### config.mk
export PLATFORM = sky130hd
export DESIGN_NAME = match_timer
export DESIGN_NICKNAME = d
export VERILOG_FILES = /design/src/rtl/mt_pkg.sv /design/src/rtl/mt_counters.sv /design/src/rtl/mt_match_chan.sv /design/src/rtl/mt_flags.sv /design/src/rtl/match_timer.sv
export SDC_FILE = /design/constraint.sdc
export NUM_CORES = 1
export LEC_CHECK = 0
export ABC_AREA = 1
export CAP_MARGIN = 10
export CORE_UTILIZATION = 35
export DETAILED_ROUTE_END_ITERATION = 16
export PLACE_DENSITY = 0.51
export SLEW_MARGIN = 5
export SYNTH_ARGS = -nofsm -noshare
export SYNTH_HDL_FRONTEND = slang
export SYNTH_SLANG_ARGS = --single-unit
### constraint.sdc
create_clock -name clk -period 5.3 [get_ports clk]
set_clock_uncertainty 0.1 [all_clocks]
set_input_delay 0.53 -clock clk [delete_from_list [all_inputs] [get_ports clk]]
set_output_delay 0.53 -clock clk [all_outputs]
set_load 0.02 [all_outputs]
### src/rtl/mt_pkg.sv
// Package: shared constants and types for the prescaled match timer.
// Assumes byte addressing with 32-bit aligned registers.
package mt_pkg;
    localparam logic [7:0] OFF_FLAGS = 8'h00;
    localparam logic [7:0] OFF_CTRL  = 8'h04;
    localparam logic [7:0] OFF_TC    = 8'h08;
    localparam logic [7:0] OFF_PR    = 8'h0C;
    localparam logic [7:0] OFF_PC    = 8'h10;
    localparam logic [7:0] OFF_MCTL  = 8'h14;
    localparam logic [7:0] OFF_CMP0  = 8'h18;

    // Per-channel action bits; LSB is the interrupt enable (bit 3n).
    typedef struct packed {
        logic stop_en;
        logic zero_en;
        logic flag_en;
    } ch_cfg_t;

    // Byte offset of compare register n.
    function automatic logic [7:0] cmp_off(input int n);
        return OFF_CMP0 + 8'(4 * n);
    endfunction
endpackage

### src/rtl/mt_counters.sv
// Module: prescale counter and timer counter.
// Produces the terminal tick and applies clear level, bus loads and the
// per-match zero/stop requests. Assumes match requests are only valid
// during a tick.
module mt_counters #(
    parameter int W = 32
) (
    input  logic         clk,
    input  logic         rst_n,
    input  logic         run,
    input  logic         hold_clr,
    input  logic [W-1:0] pr,
    input  logic         pc_wr,
    input  logic         tc_wr,
    input  logic [W-1:0] wdata,
    input  logic         match_zero,
    input  logic         match_stop,
    output logic         tick,
    output logic [W-1:0] pc,
    output logic [W-1:0] tc
);
    // Terminal tick: prescaler has reached its limit while running.
    always_comb tick = run && !hold_clr && (pc == pr);

    // Prescale counter: clear level, then bus load, then wrap or count.
    always_ff @(posedge clk) begin
        if (!rst_n || hold_clr) begin
            pc <= '0;
        end else if (pc_wr) begin
            pc <= wdata;
        end else if (tick) begin
            pc <= '0;
        end else if (run) begin
            pc <= pc + 1'b1;
        end
    end

    // Timer counter: clear level, then bus load, then tick actions.
    always_ff @(posedge clk) begin
        if (!rst_n || hold_clr) begin
            tc <= '0;
        end else if (tc_wr) begin
            tc <= wdata;
        end else if (tick) begin
            if (match_zero) begin
                tc <= '0;
            end else if (!match_stop) begin
                tc <= tc + 1'b1;
            end
        end
    end
endmodule

### src/rtl/mt_match_chan.sv
// Module: one compare channel.
// Detects equality on a tick and splits the hit into the three action
// requests selected by its configuration. Purely combinational.
module mt_match_chan #(
    parameter int W = 32
) (
    input  logic           tick,
    input  logic [W-1:0]   tc,
    input  logic [W-1:0]   cmp,
    input  mt_pkg::ch_cfg_t cfg,
    output logic           hit,
    output logic           flag_req,
    output logic           zero_req,
    output logic           stop_req
);
    // Match on a tick and gate each action by its enable.
    always_comb begin
        hit      = tick && (tc == cmp);
        flag_req = hit && cfg.flag_en;
        zero_req = hit && cfg.zero_en;
        stop_req = hit && cfg.stop_en;
    end
endmodule

### src/rtl/mt_flags.sv
// Module: pending flag register with write-one-to-clear.
// A hardware set in the same cycle as a clear wins.
module mt_flags #(
    parameter int N = 5
) (
    input  logic         clk,
    input  logic         rst_n,
    input  logic [N-1:0] set,
    input  logic [N-1:0] clr,
    output logic [N-1:0] flags
);
    // Latch sets, drop cleared bits, set has priority.
    always_ff @(posedge clk) begin
        if (!rst_n) begin
            flags <= '0;
        end else begin
            flags <= (flags & ~clr) | set;
        end
    end
endmodule

### src/rtl/match_timer.sv
// Module: prescaled match timer top.
// Holds the software registers, decodes the single-cycle bus and wires
// the counters, compare channels and flag register. Assumes bus_addr is
// a byte address; reads are combinational.
module match_timer #(
    parameter int DATA_W = 32,
    parameter int NUM_CH = 4,
    parameter int ADDR_W = 8
) (
    input  logic              clk,
    input  logic              rst_n,
    input  logic [ADDR_W-1:0] bus_addr,
    input  logic              bus_we,
    input  logic [DATA_W-1:0] bus_wdata,
    output logic [DATA_W-1:0] bus_rdata,
    output logic [NUM_CH-1:0] match_pulse,
    output logic              irq
);
    import mt_pkg::*;

    localparam int MCTL_W = 3 * NUM_CH;
    localparam int FLAG_W = NUM_CH + 1;

    logic              en_q;
    logic              rst_q;
    logic [DATA_W-1:0] pr_q;
    logic [MCTL_W-1:0] mcr_q;
    logic [DATA_W-1:0] cmp_q [NUM_CH];
    logic [DATA_W-1:0] tc_q;
    logic [DATA_W-1:0] pc_q;
    logic [FLAG_W-1:0] flags_q;
    logic              tick;
    logic              tc_wr;
    logic              pc_wr;
    logic              ctrl_wr;
    logic              flag_wr;
    logic [NUM_CH-1:0] hit;
    logic [NUM_CH-1:0] flag_req;
    logic [NUM_CH-1:0] zero_req;
    logic [NUM_CH-1:0] stop_req;
    logic [FLAG_W-1:0] flag_clr;

    // Write strobes for single registers.
    always_comb begin
        ctrl_wr = bus_we && (bus_addr == ADDR_W'(OFF_CTRL));
        tc_wr   = bus_we && (bus_addr == ADDR_W'(OFF_TC));
        pc_wr   = bus_we && (bus_addr == ADDR_W'(OFF_PC));
        flag_wr = bus_we && (bus_addr == ADDR_W'(OFF_FLAGS));
        flag_clr = flag_wr ? bus_wdata[FLAG_W-1:0] : '0;
    end

    // Control bits: a self-stop drops the enable over a bus write.
    always_ff @(posedge clk) begin
        if (!rst_n) begin
            en_q  <= 1'b0;
            rst_q <= 1'b0;
        end else begin
            if (|stop_req) begin
                en_q <= 1'b0;
            end else if (ctrl_wr) begin
                en_q <= bus_wdata[0];
            end
            if (ctrl_wr) begin
                rst_q <= bus_wdata[1];
            end
        end
    end

    // Prescale limit, match control and compare registers.
    always_ff @(posedge clk) begin
        if (!rst_n) begin
            pr_q  <= '0;
            mcr_q <= '0;
            for (int n = 0; n < NUM_CH; n++) cmp_q[n] <= '0;
        end else if (bus_we) begin
            if (bus_addr == ADDR_W'(OFF_PR))   pr_q  <= bus_wdata;
            if (bus_addr == ADDR_W'(OFF_MCTL)) mcr_q <= bus_wdata[MCTL_W-1:0];
            for (int n = 0; n < NUM_CH; n++) begin
                if (bus_addr == ADDR_W'(cmp_off(n))) cmp_q[n] <= bus_wdata;
            end
        end
    end

    mt_counters #(.W(DATA_W)) u_cnt (
        .clk        (clk),
        .rst_n      (rst_n),
        .run        (en_q),
        .hold_clr   (rst_q),
        .pr         (pr_q),
        .pc_wr      (pc_wr),
        .tc_wr      (tc_wr),
        .wdata      (bus_wdata),
        .match_zero (|zero_req),
        .match_stop (|stop_req),
        .tick       (tick),
        .pc         (pc_q),
        .tc         (tc_q)
    );

    for (genvar g = 0; g < NUM_CH; g++) begin : g_chan
        mt_match_chan #(.W(DATA_W)) u_chan (
            .tick     (tick),
            .tc       (tc_q),
            .cmp      (cmp_q[g]),
            .cfg      (ch_cfg_t'(mcr_q[3*g +: 3])),
            .hit      (hit[g]),
            .flag_req (flag_req[g]),
            .zero_req (zero_req[g]),
            .stop_req (stop_req[g])
        );
    end

    mt_flags #(.N(FLAG_W)) u_flags (
        .clk   (clk),
        .rst_n (rst_n),
        .set   ({1'b0, flag_req}),
        .clr   (flag_clr),
        .flags (flags_q)
    );

    // Registered one-cycle match events.
    always_ff @(posedge clk) begin
        if (!rst_n) begin
            match_pulse <= '0;
        end else begin
            match_pulse <= hit;
        end
    end

    // Interrupt line from pending flags.
    always_comb irq = |flags_q;

    // Read multiplexer; unmapped addresses return zero.
    always_comb begin
        bus_rdata = '0;
        if (bus_addr == ADDR_W'(OFF_FLAGS)) bus_rdata = DATA_W'(flags_q);
        if (bus_addr == ADDR_W'(OFF_CTRL))  bus_rdata = DATA_W'({rst_q, en_q});
        if (bus_addr == ADDR_W'(OFF_TC))    bus_rdata = tc_q;
        if (bus_addr == ADDR_W'(OFF_PR))    bus_rdata = pr_q;
        if (bus_addr == ADDR_W'(OFF_PC))    bus_rdata = pc_q;
        if (bus_addr == ADDR_W'(OFF_MCTL))  bus_rdata = DATA_W'(mcr_q);
        for (int n = 0; n < NUM_CH; n++) begin
            if (bus_addr == ADDR_W'(cmp_off(n))) bus_rdata = cmp_q[n];
        end
    end
endmodule

-- Yosys cells after proc, flatten, opt, wreduce, memory -nomap -nowiden
Memories as Yosys holds them, arrays and structs flattened.
Cells that the tools add are included.
W data, S select, Z words.
- output and inout port bits: 37
- memory bits (read-only): 0
- input port bits: 43
- logic and storage cells: 108
- memories: 1
- register bits after elaboration: 119
- memory bits (writable): 128
- latch bits: 0
- reduce and logical (&&, ||, !) cells: 35
- shift-type cells: 0
- muxes and demuxes: 39
- multiply operators: 0
- bitwise logic cells: 8
- div/mod/pow operators: 0
- $add $sub $neg: 2
- order comparisons: 0
- equality and inequality tests: 15
- memories (name ; words ; width ; rd ports ; clocked after memory_dff ; wr ports ; line ; RTL):
    cmp_q ; 4 ; 32 ; 4 ; 0 ; 4 ; match_timer.sv:28 ; logic [DATA_W-1:0] cmp_q [NUM_CH];
- operators by type and width (cell ; count):
    $mux W32 ; 20
    $eq A32 B32 Y1 ; 5
    $add A32 B1 Y32 const B ; 2
    $eq A8 B5 Y1 const B ; 4
    $logic_and A1 B1 Y1 ; 22
    $mux W1 ; 17
    $eq A8 B4 Y1 const B ; 2
    $eq A8 B6 Y1 const B ; 2
    $mux W5 ; 2
    $reduce_or A5 Y1 ; 2
    $eq A8 B3 Y1 const B ; 1
    $logic_not A8 Y1 ; 1
    $reduce_or A4 Y1 ; 2
    $reduce_and A2 Y1 ; 3
    $and A5 B5 Y5 ; 1
    $not A5 Y5 ; 1
    $or A5 B4 Y5 ; 1
    $or A1 B1 Y1 ; 4
    $ne A3 B2 Y1 const B ; 1
    $reduce_bool A3 Y1 ; 1
    $logic_not A1 Y1 ; 2
    $reduce_bool A2 Y1 ; 1
    $logic_or A1 B1 Y1 ; 1
    $not A1 Y1 ; 1

-- Logic depth before layout (Yosys ltp)
- word-level depth: 11
- gate-level depth with buffers: 20
- mapped depth without buffers: 18

-- Cells and area by module
Synthesis repeated with hierarchy kept, for this count alone.
- cells, all modules: 2520
- area total of the unflattened synthesis: 16291.9 µm²
- modules (own cells, without submodules) (module ; times used ; seq. area each (µm²) ; cells each ; area an instance (µm²)):
    match_timer ; 1 ; 4844.6 ; 911 ; 8041.5
    mt_counters ; 1 ; 1281.2 ; 987 ; 5482.8
    mt_match_chan ; 4 ; 0.0 ; 149 ; 645.6
    mt_flags ; 1 ; 100.1 ; 26 ; 185.2

-- Worst setup path before layout
OpenSTA, ideal clock, no wires.
- kind: input port to flip-flop
- start point: in bus_addr[6]
- end point: mem cmp_q[1][0] (enable)
- setup time: 466 ps
- stages on the path: 8
- path slack: 691 ps
- buffers on the path: 1
- data required time: 4734 ps
- arrival: 4043 ps
- path through: inv_1 -> nand2_1 -> nor3_1 -> inv_1 -> nor2_1 -> clkinv_1 -> clkbuf_1 -> o21ai_0
- RTL lines (item ; line ; RTL):
    start, declared ; match_timer.sv:12 ; input logic [ADDR_W-1:0] bus_addr,
    end, declared ; match_timer.sv:28 ;

-- Worst setup path after layout
- start point: in bus_addr[7]
- end point: out bus_rdata[13]
- longest elaborated chain between the ends: 9
- elaborated cells on any way between the ends: 16
- classes of those cells: 8 x eq/ne; 8 x mux
- ends and longest elaborated chain (item ; line ; RTL):
    $eq A8 B4 Y1 ; match_timer.sv:138 ; if (bus_addr == ADDR_W'(OFF_TC)) bus_rdata = tc_q;
    $mux W32 ; match_timer.sv:138 ;
    $mux W32 ; match_timer.sv:139 ; if (bus_addr == ADDR_W'(OFF_PR)) bus_rdata = pr_q;
    $mux W32 ; match_timer.sv:140 ; if (bus_addr == ADDR_W'(OFF_PC)) bus_rdata = pc_q;
    $mux W32 ; match_timer.sv:141 ; if (bus_addr == ADDR_W'(OFF_MCTL)) bus_rdata = DATA_W'(mcr_q);
    $mux W32 (3 in a row) ; match_timer.sv:143 ; if (bus_addr == ADDR_W'(cmp_off(n))) bus_rdata = cmp_q[n];
    $mux W32 * ; match_timer.sv:143 ;
    end, declared ; match_timer.sv:15 ; output logic [DATA_W-1:0] bus_rdata,
Every way passes the cells marked *; elsewhere a longest branch is shown, timed or not.

==> metrics <==
area of all sequential standard cells=between 6000 and 7000 sq um; CTS Root Buffer Type=sky130_fd_sc_hd__clkbuf_16; power density over cell area=between 200 and 250 nW/um^2; num ports=80; dominant cells by area after synthesis=sky130_fd_sc_hd__edfxtp_1, sky130_fd_sc_hd__nand2_1, sky130_fd_sc_hd__dfxtp_1; biggest fanout along the worst timing path=28; min-delay worst type=in -> reg; setup repair after global routing missed its margin=no; antenna violations before repair=0; width of the die=around 210 um; proportion of power drawn by combinational gates=under 10%; combined buffer and inverter count along the critical path=5; maximum number of pins on one net before global-route repair=between 60 and 70; worst setup path category=in -> out; data arrival time of the critical path=~3.7 ns; Antenna Nets Post-Route=0; most instantiated flip-flop cell in the synthesis netlist=sky130_fd_sc_hd__edfxtp_1; Lkg Pwr=~7.5 nW; count of flip-flops with a built-in enable after synthesis=roughly 130; DR iter-0 viols=1719; switching power share of the total=between 20% and 30%; count of TritonRoute iterations in the first routing pass=5; mean instance size in the synthesized netlist=approximately 6.9 sq um; number of antenna cells inserted=0; switching power of the nets=approximately 1.1 mW; maximum resistive drop on vdd=~0.18 mV; total nets after synthesis=roughly 2300; part of the power in registers=between 40% and 50%; final design utilization=between 40 and 50%; relative max-transition margin=14.5%; number of H-tree levels=1; Resized Gates After CTS=0; Core ar.=about 44000 sq um; layout net count=about 2300; number of fillers in the final layout=roughly 4700; outcome=finished, final reports clean; internal power=around 3.4 mW; number of I/O port buffers=just under 80; total negative slack for setup checks=0 ns; kind of end point of the critical path=output port; filler-free cell count of the finished design=about 2900; Via Count=15900; Hold Buf Count CTS=0; biggest area consumer among synthesized cells=sky130_fd_sc_hd__edfxtp_1; number of distinct library cells after synthesis=43; share of total power in the clock network=46.8%; clock tree from TritonCTS=done; gr ovfl total=0; number of setup violations in the final report=0; clock insertion delay at the later pin of the skew report=just under 0.6 ns; die footprint=45600 sq um; maximum buffer depth of the clock tree=3; cell area after technology mapping=approximately 16000 sq um; number of placed cells counting well taps=2862; combined global-route utilization of all metal layers=between 20% and 30%; pins over their slew limit=0; Post CTS Setup Buffer Count=0; Critical-path top delay cell=sky130_fd_sc_hd__o221ai_1; critical path cell sequence=clkdlybuf4s50_1, inv_1, nand2_1, nor3_2, inv_1, nor2_1, inv_2, o221ai_1, a221oi_1, nand3_1, clkdlybuf4s50_1; post-DR wirelength/cell=between 20 and 25 um; proportion of layout cells with a drive suffix above 1=between 4 and 5%; vertical die dimension=~210 um; Max-cap violations=0; clk sink count=approximately 250; CP top delay family=buffers and inverters; wire length of the first global-routing pass=roughly 97 mm; achievable clock frequency=0.229 GHz; crit share post-route=about 82%; minimum clock period after layout=about 4.4 ns; clock-pin slew on the worst setup and hold paths=0.06 ns; startpoint types=primary input; async set or reset register ratio after synthesis=0%; warning count from the yosys run=0; area fraction of the dominant cell type after synthesis=about a quarter; area of the multi-input gates=8040 sq um; TritonCTS Buffers=28; vias in the first global route=around 15000; DRC violation count after routing=0; Worst EP required=roughly 4.7 ns; post-synthesis register bit count=around 250; starting density of the core=approximately 35%; Area Growth Syn to Fin=14.3%; share of the yosys chip area belonging to registers=39.8%; total wirelength of the detailed-routed design=about 66 mm; Hold Violations, Final=0; vias per cell=5.45; Detailed Place HPWL=49.8 mm; actual transition at the worst max-transition pin=approximately 1.3 ns; Post-Synthesis Cells=about 2300; CP max stage delay=roughly 0.6 ns; floorplan row count=between 70 and 80; Final GP Congestion=~0.93
## cell usage after synthesis, types with 4 or more instances
cell type and n:
sky130_fd_sc_hd__nor2_2 10, sky130_fd_sc_hd__xor2_1 102, sky130_fd_sc_hd__nand3_1 97, sky130_fd_sc_hd__a211oi_1 5, sky130_fd_sc_hd__inv_2 16, sky130_fd_sc_hd__o2111ai_1 21, sky130_fd_sc_hd__o221ai_1 12, sky130_fd_sc_hd__xnor2_1 4
sky130_fd_sc_hd__a21oi_1 62, sky130_fd_sc_hd__o21ai_0 81, sky130_fd_sc_hd__a221oi_1 28, sky130_fd_sc_hd__nor4_1 17, sky130_fd_sc_hd__nor2_1 369, sky130_fd_sc_hd__nand3b_1 10, sky130_fd_sc_hd__a31oi_1 19, sky130_fd_sc_hd__clkbuf_1 55
sky130_fd_sc_hd__or2_2 6, sky130_fd_sc_hd__buf_4 7, sky130_fd_sc_hd__a32o_1 4, sky130_fd_sc_hd__o21ai_1 8, sky130_fd_sc_hd__clkbuf_2 6, sky130_fd_sc_hd__dfxtp_1 119, sky130_fd_sc_hd__buf_2 31, sky130_fd_sc_hd__edfxtp_1 128
sky130_fd_sc_hd__o22ai_1 40, sky130_fd_sc_hd__nor3_1 42, sky130_fd_sc_hd__inv_1 236, sky130_fd_sc_hd__nand2_1 665, sky130_fd_sc_hd__nand4_1 44, sky130_fd_sc_hd__o211ai_1 5, sky130_fd_sc_hd__buf_1 10
## area by class of cell
type,count,share of cell area (%)
Inverter,254,5.33
Multi-Input combinational cell,1665,44.9
Timing Repair Buffer,104,5.44
Sequential cell,247,34.8
Tap cell,592,4.14
Clock buffer,35,4.29
Clock inverter,17,1.06
## cells in the final DEF (no fill, tap or decap), types with 12 or more instances in the layout
master / instances
sky130_fd_sc_hd__a21oi_1: 62
sky130_fd_sc_hd__a221oi_1: 28
sky130_fd_sc_hd__a31oi_1: 19
sky130_fd_sc_hd__buf_4: 25
sky130_fd_sc_hd__clkbuf_16: 29
sky130_fd_sc_hd__clkdlybuf4s50_1: 78
sky130_fd_sc_hd__dfxtp_1: 119
sky130_fd_sc_hd__edfxtp_1: 128
sky130_fd_sc_hd__inv_1: 236
sky130_fd_sc_hd__inv_2: 16
sky130_fd_sc_hd__nand2_1: 665
sky130_fd_sc_hd__nand3_1: 97
sky130_fd_sc_hd__nand4_1: 44
sky130_fd_sc_hd__nor2_1: 366
sky130_fd_sc_hd__nor3_1: 42
sky130_fd_sc_hd__nor4_1: 17
sky130_fd_sc_hd__o2111ai_1: 21
sky130_fd_sc_hd__o21ai_0: 77
sky130_fd_sc_hd__o221ai_1: 12
sky130_fd_sc_hd__o22ai_1: 40
sky130_fd_sc_hd__xor2_1: 102
## worst paths after layout
check	cells past startpoint	from	end	slack (ns)
max reg2reg	16	u_cnt.tc[16]$_SDFFE_PP0P_	u_cnt.tc[23]$_SDFFE_PP0P_	1.25
max	11	bus_addr[7]	bus_rdata[13]	0.93
min reg2reg	1	mcr_q[3]$_SDFFE_PN0P_	u_flags.flags[1]$_SDFF_PN0_	0.39
min	3	rst_n	u_flags.flags[4]$_SDFF_PN0_	0.36
## worst reg2reg max path: stages (launching register included)
cell and delay, ns:
sky130_fd_sc_hd__dfxtp_1 0.59, sky130_fd_sc_hd__inv_1 0.25, sky130_fd_sc_hd__nand2_1 0.10, sky130_fd_sc_hd__nand2_1 0.07
sky130_fd_sc_hd__nor2_1 0.14, sky130_fd_sc_hd__nand2_1 0.08, sky130_fd_sc_hd__nor2_1 0.17, sky130_fd_sc_hd__nand2_1 0.15
sky130_fd_sc_hd__nor2_1 0.66, sky130_fd_sc_hd__nand4_1 0.18, sky130_fd_sc_hd__nand4_1 0.15, sky130_fd_sc_hd__nand2_1 0.07
sky130_fd_sc_hd__nand2_1 0.52, sky130_fd_sc_hd__nand2_2 0.24, sky130_fd_sc_hd__inv_2 0.34, sky130_fd_sc_hd__nor2_1 0.09
sky130_fd_sc_hd__nor2_1 0.09
## stage by stage
step	hold WS [ns]	power, mW	setup slack [ns]	area (sq um)
final	0.358	4.47	0.928	17900
after global routing	0.364	4.59	0.735	17900
after floorplan	0.338	2.28	0.691	15600
after detailed placement	0.369	2.42	1.00	16900
after CTS	0.332	4.49	0.999	17900
after global placement	0.354	2.42	1.08	16900
## cells by family (layout without fill, tap and decap cells)
group	count (synthesis)	count (layout)	share of synthesized area (%)
AO/OA/AOI/OAI	288	288	11.5
XOR/XNOR	106	106	5.93
adder cells (fa/ha/maj)	2	2	0.160
buffers and inverters	364	410	9.24
flip-flops	247	247	39.8
AND/OR/NAND/NOR	1269	1269	33.4
## layer usage
layer | share of wire [%] | track usage [%]
met1 | 47 | 42.8
met2 | 44 | 44.6
met3 | 7.4 | 3.44
met4 | 2.4 | 7.54
met5 | 0 | 0
## state kept, by name (all words and copies together), names as in the netlist
name and cells:
cmp_q 128, en_q 1, match_pulse 4, mcr_q 12, pr_q 32, rst_q 1, u_cnt.pc 32, u_cnt.tc 32
u_flags.flags 5
## power by group through the flow
stage / clock, mW / sequential, mW / combinational (mW)
floorplan: 0 / 2.13 / 0.141
detailed placement: 0 / 2.15 / 0.267
finish: 2.09 / 2.11 / 0.270
global placement: 0 / 2.15 / 0.267
CTS: 2.11 / 2.11 / 0.268
global route: 2.18 / 2.11 / 0.293
(Power assumes the default switching activity.)
